$ cat src/rtl/uart_rf_pkg.sv
package uart_rf_pkg;

    localparam logic [7:0] A_ENABLE = 8'h00;
    localparam logic [7:0] A_CTRL   = 8'h01;
    localparam logic [7:0] A_LSTAT  = 8'h02;
    localparam logic [7:0] A_LCFG   = 8'h03;
    localparam logic [7:0] A_DATA   = 8'h04;
    localparam logic [7:0] A_DIVLO  = 8'h08;
    localparam logic [7:0] A_DIVHI  = 8'h09;
    localparam logic [7:0] A_FSTAT  = 8'h0A;
    localparam logic [7:0] A_FCFG   = 8'h0B;
    localparam logic [7:0] A_FCLR   = 8'h1C;
    localparam logic [7:0] A_FSET   = 8'h1D;
    localparam logic [7:0] A_IEN    = 8'h1E;
    localparam logic [7:0] A_ISTAT  = 8'h1F;

    localparam int IRQ_TX = 0;
    localparam int IRQ_RX = 1;

    localparam int CTL_RXEN = 0;
    localparam int CTL_TXEN = 1;
    localparam int CTL_SRST = 2;

    typedef struct packed {
        logic        en;
        logic [2:0]  ctrl;
        logic [7:0]  lcfg;
        logic [15:0] div;
        logic [7:0]  fcfg;
        logic [2:0]  err;
        logic [1:0]  ie;
        logic [7:0]  rdata;
    } regs_t;

endpackage

$ cat src/rtl/uart_rf_fifo.sv
module uart_rf_fifo #(
    parameter int DEPTH = 16,
    parameter int W     = 8,
    localparam int AW   = (DEPTH > 1) ? $clog2(DEPTH) : 1,
    localparam int CW   = $clog2(DEPTH + 1)
) (
    input  logic          clk,
    input  logic          rst_n,
    input  logic          flush,
    input  logic          push,
    input  logic [W-1:0]  din,
    input  logic          pop,
    output logic [W-1:0]  dout,
    output logic [CW-1:0] count,
    output logic          full,
    output logic          empty
);

    localparam logic [AW-1:0] LAST = AW'(DEPTH - 1);

    typedef struct packed {
        logic [AW-1:0] wp;
        logic [AW-1:0] rp;
        logic [CW-1:0] cnt;
    } ptr_t;

    ptr_t q, d;
    logic [W-1:0] mem [DEPTH];
    logic do_push, do_pop;

    assign full    = (q.cnt == CW'(DEPTH));
    assign empty   = (q.cnt == '0);
    assign do_push = push && !full && !flush;
    assign do_pop  = pop && !empty && !flush;
    assign dout    = mem[q.rp];
    assign count   = q.cnt;

    always_comb begin
        d = q;
        if (flush) begin
            d = '0;
        end else begin
            if (do_push) d.wp = (q.wp == LAST) ? '0 : q.wp + 1'b1;
            if (do_pop)  d.rp = (q.rp == LAST) ? '0 : q.rp + 1'b1;
            if (do_push && !do_pop)      d.cnt = q.cnt + 1'b1;
            else if (do_pop && !do_push) d.cnt = q.cnt - 1'b1;
        end
    end

    always_ff @(posedge clk or negedge rst_n) begin
        if (!rst_n) q <= '0;
        else        q <= d;
    end

    always_ff @(posedge clk) begin
        if (do_push) mem[q.wp] <= din;
    end

endmodule

$ cat src/rtl/uart_rf_irq.sv
module uart_rf_irq #(
    parameter int N = 2
) (
    input  logic         clk,
    input  logic         rst_n,
    input  logic         flush,
    input  logic [N-1:0] hw_set,
    input  logic [N-1:0] sw_set,
    input  logic [N-1:0] sw_clr,
    input  logic [N-1:0] ien,
    output logic [N-1:0] flags,
    output logic         irq
);

    logic [N-1:0] flags_d, flags_q;

    always_comb begin
        if (flush) flags_d = '0;
        else       flags_d = (flags_q & ~sw_clr) | sw_set | hw_set;
    end

    always_ff @(posedge clk or negedge rst_n) begin
        if (!rst_n) flags_q <= '0;
        else        flags_q <= flags_d;
    end

    assign flags = flags_q;
    assign irq   = |(flags_q & ien);

endmodule

$ cat src/rtl/uart_regfront.sv
module uart_regfront
    import uart_rf_pkg::*;
#(
    parameter int DEPTH = 16
) (
    input  logic        clk,
    input  logic        rst_n,
    input  logic        bus_wr,
    input  logic        bus_rd,
    input  logic [7:0]  bus_addr,
    input  logic [7:0]  bus_wdata,
    output logic [7:0]  bus_rdata,
    output logic        tx_avail,
    output logic [7:0]  tx_data,
    input  logic        tx_pop,
    input  logic        tx_busy,
    input  logic        rx_push,
    input  logic [7:0]  rx_data,
    input  logic [1:0]  rx_err,
    output logic [15:0] baud_div,
    output logic [7:0]  line_cfg,
    output logic        irq
);

    localparam int CW   = $clog2(DEPTH + 1);
    localparam int HALF = DEPTH / 2;

    regs_t q, d;

    logic [CW-1:0] tx_cnt, rx_cnt;
    logic          tx_full, tx_empty, rx_full, rx_empty;
    logic [7:0]    rx_dout;
    logic [1:0]    flags, ien, sw_set, sw_clr, hw_set;
    logic [2:0]    err;
    logic          srst, rx_ok, overrun, bus_pop, tx_push, tx_pop_ok;
    logic          rx_hw, tx_hw, drained;
    logic [CW:0]   lvl_sum;
    logic [CW-1:0] lvl;
    logic [7:0]    rd_mux;

    // soft reset acts in the cycle it is written and while it is held
    assign srst = q.ctrl[CTL_SRST] || (bus_wr && bus_addr == A_CTRL && bus_wdata[CTL_SRST]);

    assign rx_ok     = rx_push && q.en && q.ctrl[CTL_RXEN] && !srst;
    assign overrun   = rx_ok && rx_full;
    assign bus_pop   = bus_rd && bus_addr == A_DATA && !rx_empty && !srst;
    assign tx_push   = bus_wr && bus_addr == A_DATA && !srst;
    assign tx_avail  = q.en && q.ctrl[CTL_TXEN] && !tx_empty && !q.ctrl[CTL_SRST];
    assign tx_pop_ok = tx_pop && tx_avail && !srst;
    assign drained   = tx_empty && !tx_busy;

    // receive threshold: half depth plus the 3-bit config field, capped at depth
    assign lvl_sum = (CW+1)'(HALF) + (CW+1)'(q.fcfg[2:0]);
    assign lvl     = (lvl_sum > (CW+1)'(DEPTH)) ? CW'(DEPTH) : lvl_sum[CW-1:0];

    assign rx_hw = rx_ok && !rx_full && !bus_pop && (rx_cnt == lvl - 1'b1);
    assign tx_hw = tx_pop_ok && (tx_cnt == CW'(1)) && !tx_push;

    assign hw_set = {rx_hw, tx_hw};
    assign sw_set = (bus_wr && bus_addr == A_FSET) ? bus_wdata[1:0] : 2'b00;
    assign sw_clr = (bus_wr && bus_addr == A_FCLR) ? bus_wdata[1:0] : 2'b00;
    assign ien    = q.ie;
    assign err    = q.err;

    uart_rf_fifo #(.DEPTH(DEPTH), .W(8)) u_txq (
        .clk(clk), .rst_n(rst_n), .flush(srst),
        .push(tx_push), .din(bus_wdata),
        .pop(tx_pop_ok), .dout(tx_data),
        .count(tx_cnt), .full(tx_full), .empty(tx_empty)
    );

    uart_rf_fifo #(.DEPTH(DEPTH), .W(8)) u_rxq (
        .clk(clk), .rst_n(rst_n), .flush(srst),
        .push(rx_ok), .din(rx_data),
        .pop(bus_pop), .dout(rx_dout),
        .count(rx_cnt), .full(rx_full), .empty(rx_empty)
    );

    uart_rf_irq #(.N(2)) u_irq (
        .clk(clk), .rst_n(rst_n), .flush(srst),
        .hw_set(hw_set), .sw_set(sw_set), .sw_clr(sw_clr),
        .ien(ien), .flags(flags), .irq(irq)
    );

    always_comb begin
        case (bus_addr)
            A_ENABLE: rd_mux = {7'd0, q.en};
            A_CTRL:   rd_mux = {5'd0, q.ctrl};
            A_LSTAT:  rd_mux = {1'b0, drained, 3'd0, q.err};
            A_LCFG:   rd_mux = q.lcfg;
            A_DATA:   rd_mux = (rx_empty || srst) ? 8'h00 : rx_dout;
            A_DIVLO:  rd_mux = q.div[7:0];
            A_DIVHI:  rd_mux = q.div[15:8];
            A_FSTAT:  rd_mux = {3'd0, tx_full, 1'b0, rx_empty, 2'd0};
            A_FCFG:   rd_mux = q.fcfg;
            A_IEN:    rd_mux = {6'd0, q.ie};
            A_ISTAT:  rd_mux = {6'd0, flags};
            default:  rd_mux = 8'h00;
        endcase
    end

    always_comb begin
        d = q;
        if (bus_wr) begin
            case (bus_addr)
                A_ENABLE: d.en        = bus_wdata[0];
                A_CTRL:   d.ctrl      = bus_wdata[2:0];
                A_LCFG:   d.lcfg      = bus_wdata;
                A_DIVLO:  d.div[7:0]  = bus_wdata;
                A_DIVHI:  d.div[15:8] = bus_wdata;
                A_FCFG:   d.fcfg      = bus_wdata;
                A_IEN:    d.ie        = bus_wdata[1:0];
                default:  ;
            endcase
        end
        if (srst) begin
            d.err = '0;
        end else begin
            if (overrun) d.err[2] = 1'b1;
            if (rx_ok)   d.err[1:0] = q.err[1:0] | rx_err;
        end
        if (bus_rd) d.rdata = rd_mux;
    end

    always_ff @(posedge clk or negedge rst_n) begin
        if (!rst_n) q <= '0;
        else        q <= d;
    end

    assign bus_rdata = q.rdata;
    assign baud_div  = q.div;
    assign line_cfg  = q.lcfg;

endmodule

$ cat config.mk
export PLATFORM = sky130hd
export DESIGN_NAME = uart_regfront
export DESIGN_NICKNAME = d
export VERILOG_FILES = /design/src/rtl/uart_rf_pkg.sv /design/src/rtl/uart_rf_fifo.sv /design/src/rtl/uart_rf_irq.sv /design/src/rtl/uart_regfront.sv
export SDC_FILE = /design/constraint.sdc
export NUM_CORES = 1
export LEC_CHECK = 0
export BUFFER_PORTS_ARGS = -buffer_cell sky130_fd_sc_hd__buf_2
export CAP_MARGIN = 10
export CORE_MARGIN = 3
export CORE_UTILIZATION = 55
export DETAILED_ROUTE_END_ITERATION = 10
export PLACE_DENSITY = 0.73
export SYNTH_ARGS = -nofsm -noshare
export SYNTH_HDL_FRONTEND = slang
export SYNTH_HIERARCHICAL = 1
export SYNTH_SLANG_ARGS = --single-unit
$ cat constraint.sdc
create_clock -name clk -period 3.58 [get_ports clk]
set_input_delay 0.179 -clock clk [delete_from_list [all_inputs] [get_ports clk]]
set_output_delay 0.179 -clock clk [all_outputs]
set_load 0.01 [all_outputs]
==> results.py, run 1 <==
metrics = {
    "critical_path": {
        "worstSetupPathType": "register to register",
        "cp_max_fo": 7,
        "cp-end-kind": "register",
        "reg2reg_depth": 14,
        "cp_data_required_time_ps": 3980,
        "regToRegSetupSlack_ps": 210,
        "startpoint": "u_txq/count[1]$_DFFE_PN0P_",
        "start_kind": "register",
        "reg2reg_to": "u_txq/count[4]$_DFFE_PN0P_",
        "arrival_ps": 3760,
        "r2r_start": "u_txq/count[1]$_DFFE_PN0P_",
    },
    "yosys": {
        "synth_seq_cells": 333,
        "synthTopCellsByArea": "edfxtp_1, dfrtp_1, mux4_2",
        "synth_flop_cell": "edfxtp_1",
        "synth.distinct_cells": 66,
        "synthArstFlopShare_pct": 23.12,
        "yosysWarnings": 6,
        "synth-edff-count": 256,
        "avgSynthCellArea_sq_um": 15.07,
        "netlist_area_sq_um": 14840,
        "synth_largest_area_cell": "edfxtp_1",
        "yosysSeqAreaShare_pct": 64.79,
        "syn_nets": 1039,
        "synth_top_area_share_pct": 51.80,
        "synthCells": 985,
    },
    "grt": {
        "grt_pass1_vias": 8664,
        "grt_pass1_wl_um": 49190,
        "grt_max_degree": 49,
        "antenna_found_initial": 0,
        "grt_use_total_pct": 21.99,
        "overflow": 0,
    },
    "flow_run": {
        "cap_violations": 0,
    },
    "floorplanning": {
        "start_util_pct": 56.47,
        "coreArea_sq_um": 26280,
        "die_w_um": 170.3,
        "pin_count": 75,
        "die_area_sq_um": 28990,
        "die_y_um": 170.3,
        "core.rowCount": 59,
    },
    "detailed_routing": {
        "via_per_inst": 6.047,
        "ant_nets": 0,
        "route.detailed.drc": 0,
        "firstDrtPassIters": 7,
        "m1WireLength_um": 13540,
        "wl_um": 31520,
        "vias": 8665,
        "drt_iter0_markers": 706,
        "wl_met3_um": 1741,
        "routedWlPerCell_um": 22.00,
        "highest_layer": "met4",
        "route.met2.wl_um": 15310,
    },
    "sta": {
        "worst_clock_skew_ps": 11.85,
        "relSlewSlack_pct": 48.46,
        "fmax_mhz": 297.1,
        "setup_viol": 0,
        "slew_violations": 0,
        "hold_viol_final": 0,
        "final.period_utilization_pct": 94.01,
        "fin_ws_ps": 214.5,
        "rsz0062_at_grt": "false",
        "tns_ps": 0,
        "tightest_slew_ps": 770.3,
        "fin_crit_ps": 3366,
    },
    "final_layout": {
        "syn_to_final_growth_pct": 13.00,
        "drive_gt1_share_pct": 28.69,
        "nets": 1125,
        "fillCellCount": 1875,
        "n_antenna_cell": 0,
    },
    "worst_hold_path": {
        "hold_path.class": "input port to register",
        "hold_depth": 1,
        "hold_start": "rx_data[7]",
        "min_to": "u_rxq/mem[3][7]$_DFFE_PP_",
    },
    "clock_network": {
        "htreeDepth": 2,
        "clk_root_buffer_cell": "clkbuf_16",
        "cts_made_buffers": 36,
        "clkTransAtPathRegs_ps": 60,
        "post_cts_buffers": 0,
        "clock_path_buffers": 3,
        "cts_sinks": 333,
        "clock_latency_ps": 520,
        "cts_tree": "built",
    },
    "place": {
        "gp_congestion": 0.8997,
        "port-buffer-count": 74,
        "dp_hpwl_um": 20860,
        "place_ws_ps": 100.5,
    },
    "power": {
        "power_density_nw_per_um2": 512.6,
        "leakage_nw": 6.185,
        "ir_drop_mv": 0.4677,
    },
    "outcome": {
        "status": "finished, final reports clean",
    },
}
## critical path, cell delays in order, from the launching register on
cell,delay (ps)
dfrtp_1,430
or4_4,590
nor2_2,130
nor4bb_2,70
o211ai_1,120
inv_1,100
o21ai_4,110
or2_2,150
ha_1,190
inv_1,100
ha_1,330
a21o_1,190
a21oi_1,170
mux2i_1,210
mux2_2,350
## sequential cells by signal, summed over array words and instances, names as in the netlist, 5 cells and up
| name | count |
|---|---|
| u_txq/count | 5 |
| u_rxq/mem | 128 |
| line_cfg | 8 |
| bus_rdata | 8 |
| u_rxq/q | 8 |
| baud_div | 16 |
| u_rxq/count | 5 |
| u_txq/q | 8 |
| u_txq/mem | 128 |
| q | 12 |
## cells in the mapped netlist (11+ instances only)
| cell | instances |
|---|---|
| o22ai_1 | 11 |
| a21oi_1 | 35 |
| nor3_1 | 15 |
| clkbuf_1 | 22 |
| o21ai_0 | 25 |
| ha_1 | 19 |
| mux2i_1 | 44 |
| dfrtp_1 | 77 |
| mux2_2 | 50 |
| nor2_1 | 87 |
| nand2b_1 | 12 |
| buf_4 | 48 |
| edfxtp_1 | 256 |
| mux4_2 | 47 |
| nand3_1 | 12 |
| nand2_1 | 43 |
| inv_1 | 20 |
## routing by layer
layer  vias up  GRT usage [%]
met5         -              0
met4         0          7.196
met3        70          3.182
met2       300          35.83
met1      4392          30.98
li1       3903              -
## logic make-up (layout without fill, tap and decap cells)
group / Yosys count / after routing / synth area share, %
adders and majority gates: 21 / 21 / 1.872
xor gates and xnor gates: 12 / 12 / 0.7083
DFF: 333 / 333 / 64.79
and+or+nand+nor: 236 / 236 / 8.162
muxes: 142 / 142 / 14.07
AOI/OAI and AO/OA: 132 / 132 / 5.911
buffers and inverters: 109 / 222 / 4.486
## cell usage in the layout (no fill, tap or decap), types with 4 or more instances in the layout
master | synthesis | routed
or2_2 | 5 | 5
clkbuf_16 | 0 | 36
a21oi_1 | 35 | 35
nor2_1 | 87 | 85
nand3_1 | 12 | 12
edfxtp_1 | 256 | 256
o22ai_1 | 11 | 11
a21boi_0 | 7 | 7
nor2b_1 | 8 | 8
nor4_1 | 6 | 6
clkbuf_1 | 22 | 10
o21ai_0 | 25 | 25
buf_4 | 48 | 60
a221oi_1 | 8 | 8
clkinv_1 | 0 | 6
mux2_2 | 50 | 50
nor3_1 | 15 | 15
or3b_2 | 5 | 5
ha_1 | 19 | 19
nand3b_1 | 7 | 7
nand2_1 | 43 | 43
buf_2 | 9 | 73
dfrtp_1 | 77 | 75
nand2b_1 | 12 | 12
mux2i_1 | 44 | 44
xor2_1 | 7 | 7
inv_1 | 20 | 20
a22oi_1 | 9 | 9
xnor2_1 | 5 | 5
or3_1 | 4 | 4
mux4_2 | 47 | 47
a211oi_1 | 4 | 4
and3_1 | 8 | 8
bufinv_16 | 0 | 6
nand4_1 | 4 | 4
a31oi_1 | 7 | 7
and2_1 | 5 | 5
## power by group
group          switching [mW]  internal [mW]
registers              0.0812           4.22
logic                   0.288          0.199
clock network            1.48           2.33
## timing repair
| item | CTS | global route |
|---|---|---|
| endpoints found under the setup margin | 0 | 3 |
| hold buffers | 3 | 0 |
| endpoints found under the hold margin | 49 | 0 |
| resized for setup | 0 | 3 |
## final cells by class
| type | count | area, sq um | share of cell area [%] |
|---|---|---|---|
| timing repair buffer | 137 | 865.8 | 5.163 |
| inverter | 20 | 75.07 | 0.4477 |
| multi-input combinational | 543 | 4574 | 27.28 |
| clock buffer | 47 | 952.2 | 5.678 |
| clock inverter | 18 | 265.3 | 1.582 |
| sequential | 333 | 9617 | 57.35 |
| tap | 335 | 419.2 | 2.500 |
## worst max path at each step
| stage | to | slack (ps) | cells past startpoint |
|---|---|---|---|
| 2_1_floorplan | u_rxq/count[4]$_DFFE_PN0P_ | 40 | 12 |
| 3_3_place_gp | u_rxq/count[4]$_DFFE_PN0P_ | 130 | 13 |
| 3_5_place_dp | u_rxq/count[4]$_DFFE_PN0P_ | 100 | 13 |
| 4_1_cts | u_txq/count[4]$_DFFE_PN0P_ | 190 | 14 |
| 5_1_grt | u_txq/count[4]$_DFFE_PN0P_ | 10 | 14 |
| 6_report | u_txq/count[4]$_DFFE_PN0P_ | 210 | 14 |
## metrics by stage
stage	instances	total power, mW	hold slack, ps	cell area (sq um)	util, %
floorplan	985	4.693	-116.6	14840	-
global placement	1365	4.845	240.4	15510	59.02
detailed placement	1365	4.860	245.2	15510	59.02
CTS	1433	8.654	25.55	16760	63.76
global route	1433	8.878	45.38	16770	63.81
finish	1433	8.596	40.78	16770	63.81
(Power assumes the default switching activity.)
==> run 2: changes to the inputs <==
- CTS_CLUSTER_SIZE: not set -> 24
- RECOVER_POWER: not set -> 100
==> run 2 against run 1 <==
The flow now finishes with violations (max-capacitance violations, max-slew violations); via count is 0.14% lower; sequential cell count did not move; first-iteration DRC count increased by 1.4%; register-to-register slack about the same; clock power barely moved; cell area fell by 1.7%; die area unchanged; critical path depth did not move; global-route usage is the same; critical path type unchanged.
==> results.py, run 2 (synthesized netlist as in run 1, its figures left out) <==
metrics = {
    "detailed_routing": {
        "firstDrtPassIters": 6,
        "drt_iter0_markers": 716,
        "wl_um": 31640,
        "ant_nets": 0,
        "routedWlPerCell_um": 22.08,
        "route.detailed.drc": 0,
        "vias": 8653,
        "via_per_inst": 6.038,
    },
    "sta": {
        "rsz0062_at_grt": "false",
        "setup_viol": 0,
        "final.period_utilization_pct": 94.12,
        "fin_crit_ps": 3369,
        "relSlewSlack_pct": -78.13,
        "tns_ps": 0,
        "fmax_mhz": 296.8,
        "worst_clock_skew_ps": 12.75,
        "slew_violations": 49,
        "hold_viol_final": 0,
        "tightest_slew_ps": 2672,
    },
    "power": {
        "switching_share_pct": 21.48,
        "seqPwrFrac_pct": 50.2,
        "comb_power_share_pct": 5.5,
        "p_int_mw": 6.735,
        "ir_drop_mv": 0.4677,
        "power_density_nw_per_um2": 520.3,
        "power_switching_mw": 1.842,
        "p_clk_share_pct": 44.3,
        "leakage_nw": 5.758,
    },
    "outcome": {
        "status": "finished with violations",
        "violations": "max-capacitance violations, max-slew violations",
    },
    "clock_network": {
        "cts_tree": "built",
        "cts_made_buffers": 36,
        "clock_path_buffers": 3,
        "htreeDepth": 2,
        "clkTransAtPathRegs_ps": 60,
        "cts_sinks": 333,
        "clk_root_buffer_cell": "clkbuf_16",
        "clock_latency_ps": 520,
    },
    "final_layout": {
        "layout_common_cells": "edfxtp_1, clkbuf_1, nor2_1",
        "nets": 1125,
        "syn_to_final_growth_pct": 11.10,
        "final_common_cell": "edfxtp_1",
        "n_antenna_cell": 0,
        "instances_no_fill": 1433,
        "drive_gt1_share_pct": 18.40,
        "fillCellCount": 1953,
    },
    "grt": {
        "grt_max_degree": 49,
        "antenna_found_initial": 0,
        "grt_pass1_wl_um": 49190,
        "grt_use_total_pct": 21.99,
        "overflow": 0,
        "grt_pass1_vias": 8664,
    },
    "flow_run": {
        "cap_violations": 1,
    },
    "floorplanning": {
        "core.rowCount": 59,
        "die_area_sq_um": 28990,
        "die_w_um": 170.3,
        "die_y_um": 170.3,
        "coreArea_sq_um": 26280,
        "start_util_pct": 56.47,
        "pin_count": 75,
    },
    "critical_path": {
        "start_kind": "register",
        "cp-end-kind": "register",
        "r2r_start": "u_txq/count[1]$_DFFE_PN0P_",
        "regToRegSetupSlack_ps": 210,
        "worstSetupPathType": "register to register",
        "startpoint": "u_txq/count[1]$_DFFE_PN0P_",
        "arrival_ps": 3770,
        "cp_max_fo": 7,
        "cp_data_required_time_ps": 3980,
    },
    "worst_hold_path": {
        "hold_start": "bus_rd",
        "hold_path.class": "input port to register",
    },
    "place": {
        "port-buffer-count": 74,
        "gp_congestion": 0.8997,
        "dp_cells": 1365,
        "dp_hpwl_um": 20860,
    },
}
==> run 2: cell count changes in the layout (fill, tap and decap cells not counted), moves of 2 or more <==
cell      delta
buf_2       -59
nand4_1      +2
dfrtp_1      +2
dfrtp_2      -2
nand4_2      -2
buf_4       -45
clkbuf_1   +103
==> run 2: power groups by stage <==
stage	Sequential [mW]	Combinational (mW)	Clock (mW)
after floorplan	4.35	0.348	0
after global placement	4.38	0.467	0
after detailed placement	4.38	0.480	0
after CTS	4.30	0.486	3.87
after global routing	4.31	0.522	4.03
final	4.30	0.470	3.80
==> run 2: area by class of cell <==
class                   count  area (sq um)  area share, %
clock buffers              47         952.2          5.776
clock inverters            18         265.3          1.609
inverters                  20         75.07         0.4554
multi-input cells         543          4536          27.51
flip-flops and latches    333          9614          58.32
well taps                 335         419.2          2.543
repair buffers            137         624.3          3.787
==> run 2: metrics by stage <==
| step | total power [mW] | instance area [sq um] | worst slack [ps] | utilization (%) | hold slack [ps] |
|---|---|---|---|---|---|
| CTS | 8.654 | 16760 | 185.6 | 63.76 | 25.55 |
| floorplan | 4.693 | 14840 | 37.80 | - | -116.6 |
| global route | 8.864 | 16490 | 9.821 | 62.73 | 59.08 |
| global placement | 4.845 | 15510 | 127.1 | 59.02 | 240.4 |
| finish | 8.577 | 16490 | 210.5 | 62.73 | 47.42 |
| detailed placement | 4.860 | 15510 | 100.5 | 59.02 | 245.2 |
==> run 2: final timing paths <==
path,end,cells after the start
max,u_txq/count[4]$_DFFE_PN0P_,14
min,bus_rdata[3]$_DFFE_PN0P_,2
max reg2reg,u_txq/count[4]$_DFFE_PN0P_,14
min reg2reg,q[18]$_DFFE_PN0P_,1
max in group asynchronous,baud_div[11]$_DFFE_PN0P_,3
min in group asynchronous,u_rxq/count[0]$_DFFE_PN0P_,2
==> run 2: repair_timing <==
item,4_1_cts,5_1_grt
endpoints found under the setup margin,0,3
setup buffers,0,0
gates resized for setup,0,3
endpoints found under the hold margin,49,0
hold buffers,3,0
==> run 2: per-layer routing <==
layer | track usage, % | routed length [um]
met1 | 30.98 | 13760
met2 | 35.83 | 15390
met3 | 3.182 | 1643
met4 | 7.196 | 844
met5 | 0 | 0
==> run 2: critical path, cell delays in order (launching register included) <==
cell	delay [ps]
dfrtp_1	430
or4_4	590
nor2_2	130
nor4bb_2	70
o211ai_1	120
inv_1	100
o21ai_4	110
or2_2	150
ha_1	190
inv_1	100
ha_1	330
a21o_1	190
a21oi_1	170
mux2i_1	210
mux2_2	350
==> run 3: changes to the inputs <==
- CTS_BUF_LIST: not set -> sky130_fd_sc_hd__clkbuf_2 sky130_fd_sc_hd__clkbuf_4 sky130_fd_sc_hd__clkbuf_8
==> run 3 against run 2 <==
The flow still finishes with violations (max-capacitance violations, max-slew violations); non-clock buffer count increased by 10; clock power shrank 16%; sequential share of layout area up 0.17 points; critical endpoint unchanged; largest power group unchanged.
==> results.py, run 3 (synthesized netlist as in run 1, its figures left out) <==
metrics = {
    "outcome": {
        "status": "finished with violations",
        "violations": "max-capacitance violations, max-slew violations",
    },
    "sta": {
        "slew_violations": 49,
        "relSlewSlack_pct": -75.53,
        "worst_clock_skew_ps": 48.63,
        "fin_crit_ps": 3364,
        "tns_ps": 0,
        "final.period_utilization_pct": 93.97,
        "rsz0062_at_grt": "false",
        "fmax_mhz": 297.3,
        "setup_viol": 0,
        "hold_viol_final": 0,
        "tightest_slew_ps": 2633,
    },
    "critical_path": {
        "crit_chain": "or4_4 -> nor2_2 -> nor4bb_2 -> o211ai_1 -> inv_1 -> o21ai_4 -> or2_2 -> ha_1 -> inv_1 -> ha_1 -> a21o_1 -> a21oi_1 -> mux2i_1 -> mux2_2",
        "worstSetupPathType": "register to register",
        "reg2reg_depth": 14,
        "cp.buffers_inverters": 2,
        "critical_path.slowest_cell": "or4_4",
        "arrival_ps": 3830,
        "path_delay_family": "simple AND/OR/NAND/NOR gates",
        "critPathMaxStageDelay_ps": 580,
        "cp-end-kind": "register",
        "cp_max_fo": 7,
        "cp_data_required_time_ps": 4050,
        "start_kind": "register",
        "worst-path-stages": 14,
    },
    "final_layout": {
        "nets": 1152,
        "layout_common_cells": "edfxtp_1, clkbuf_1, nor2_1",
        "drive_gt1_share_pct": 21.37,
        "design_area_sq_um": 16440,
        "syn_to_final_growth_pct": 10.78,
        "fillCellCount": 1992,
        "final_common_cell": "edfxtp_1",
        "n_antenna_cell": 0,
    },
    "detailed_routing": {
        "via_per_inst": 5.896,
        "drt_iter0_markers": 806,
        "vias": 8709,
        "routedWlPerCell_um": 21.42,
        "ant_nets": 0,
        "wl_um": 31630,
        "firstDrtPassIters": 5,
        "route.detailed.drc": 0,
    },
    "floorplanning": {
        "die_area_sq_um": 28990,
        "die_w_um": 170.3,
        "core.rowCount": 59,
        "coreArea_sq_um": 26280,
        "die_y_um": 170.3,
        "pin_count": 75,
        "start_util_pct": 56.47,
    },
    "grt": {
        "antenna_found_initial": 0,
        "grt_use_total_pct": 22.22,
        "grt_pass1_wl_um": 49770,
        "grt_max_degree": 49,
        "overflow": 0,
        "grt_pass1_vias": 8854,
    },
    "power": {
        "seqPwrFrac_pct": 53.9,
        "power_switching_mw": 1.831,
        "ir_drop_mv": 0.3581,
        "leakage_nw": 5.792,
        "comb_power_share_pct": 6.0,
        "switching_share_pct": 22.94,
        "p_int_mw": 6.151,
        "p_clk_share_pct": 40.1,
        "power_density_nw_per_um2": 485.6,
    },
    "place": {
        "port-buffer-count": 74,
        "place_area_sq_um": 15510,
        "gp_congestion": 0.8997,
        "dp_hpwl_um": 20860,
    },
    "worst_hold_path": {
        "hold_path.class": "input port to register",
        "hold_depth": 4,
    },
    "clock_network": {
        "htreeDepth": 2,
        "clkTransAtPathRegs_ps": 60,
        "cts_sinks": 333,
        "cts_made_buffers": 53,
        "cts_tree": "built",
        "clock_path_buffers": 3,
        "clock_latency_ps": 590,
        "clk_root_buffer_cell": "clkbuf_8",
    },
    "flow_run": {
        "cap_violations": 1,
    },
}
==> run 3: cell count changes in the layout (fill, tap and decap cells not counted), sizes merged <==
cell	before	now
clkinv	9	21
bufinv	6	1
buf	30	31
clkbuf	151	177
dlygate4sd3	3	13
==> run 3: repair_timing <==
item,CTS,global route
hold buffers,13,0
setup buffers,0,0
endpoints found under the hold margin,142,0
resized for setup,0,3
endpoints found under the setup margin,0,1
==> run 3: worst register-to-register path: cells and delay by family, from the launching register on <==
kind	cells	cell delay [ps]
flip-flops	1	440
AO/OA/AOI/OAI	4	590
adder cells (fa/ha/maj)	2	530
multiplexers	2	560
buffers and inverters	2	200
AND/OR/NAND/NOR	4	930
==> run 3: power groups by stage <==
stage	sequential [mW]	clock, mW	combinational [mW]
floorplan	4.35	0	0.348
global placement	4.38	0	0.467
detailed placement	4.38	0	0.480
CTS	4.30	3.27	0.496
global route	4.31	3.48	0.532
finish	4.30	3.20	0.479
==> run 3: metrics by stage <==
stage | hold WS (ps) | setup slack (ps) | power (mW) | util, % | instances
after CTS | 7.098 | 204.6 | 8.072 | 63.57 | 1477
after floorplan | -116.6 | 37.80 | 4.693 | - | 985
after global placement | 240.4 | 127.1 | 4.845 | 59.02 | 1365
after global routing | 35.94 | 16.40 | 8.319 | 62.55 | 1477
after detailed placement | 245.2 | 100.5 | 4.860 | 59.02 | 1365
final | 38.78 | 215.8 | 7.982 | 62.55 | 1477
==> run 3: cell type report <==
cell class                      count  area (sq um)  share of cell area, %
Clock buffer                       74         912.1                  5.549
Inverter                           20         75.07                 0.4567
Sequential cell                   333          9614                  58.49
Timing Repair Buffer              147         718.2                  4.369
Multi-Input combinational cell    543          4544                  27.64
Clock inverter                     25         155.1                 0.9438
Tap cell                          335         419.2                  2.550
==> run 3: layer usage <==
| metal | track usage (%) | vias to the layer above | share of wire, % | routed length, um |
|---|---|---|---|---|
| met3 | 3.415 | 62 | 5.5 | 1729 |
| met2 | 36.30 | 270 | 49 | 15350 |
| met4 | 6.737 | 0 | 2.4 | 759 |
| met1 | 31.33 | 4416 | 44 | 13800 |
| met5 | 0 | - | 0 | 0 |
| li1 | - | 3961 | - | - |
==> run 3: worst paths after layout <==
path | from | endpoint | slack [ps]
max | u_txq/count[1]$_DFFE_PN0P_ | u_txq/count[4]$_DFFE_PN0P_ | 220
min | bus_addr[6] | bus_rdata[0]$_DFFE_PN0P_ | 40
max reg2reg | u_txq/count[1]$_DFFE_PN0P_ | u_txq/count[4]$_DFFE_PN0P_ | 220
min reg2reg | q[18]$_DFFE_PN0P_ | q[18]$_DFFE_PN0P_ | 510
max in group asynchronous | rst_n | q[16]$_DFFE_PN0P_ | 720
min in group asynchronous | rst_n | u_rxq/count[1]$_DFFE_PN0P_ | 950
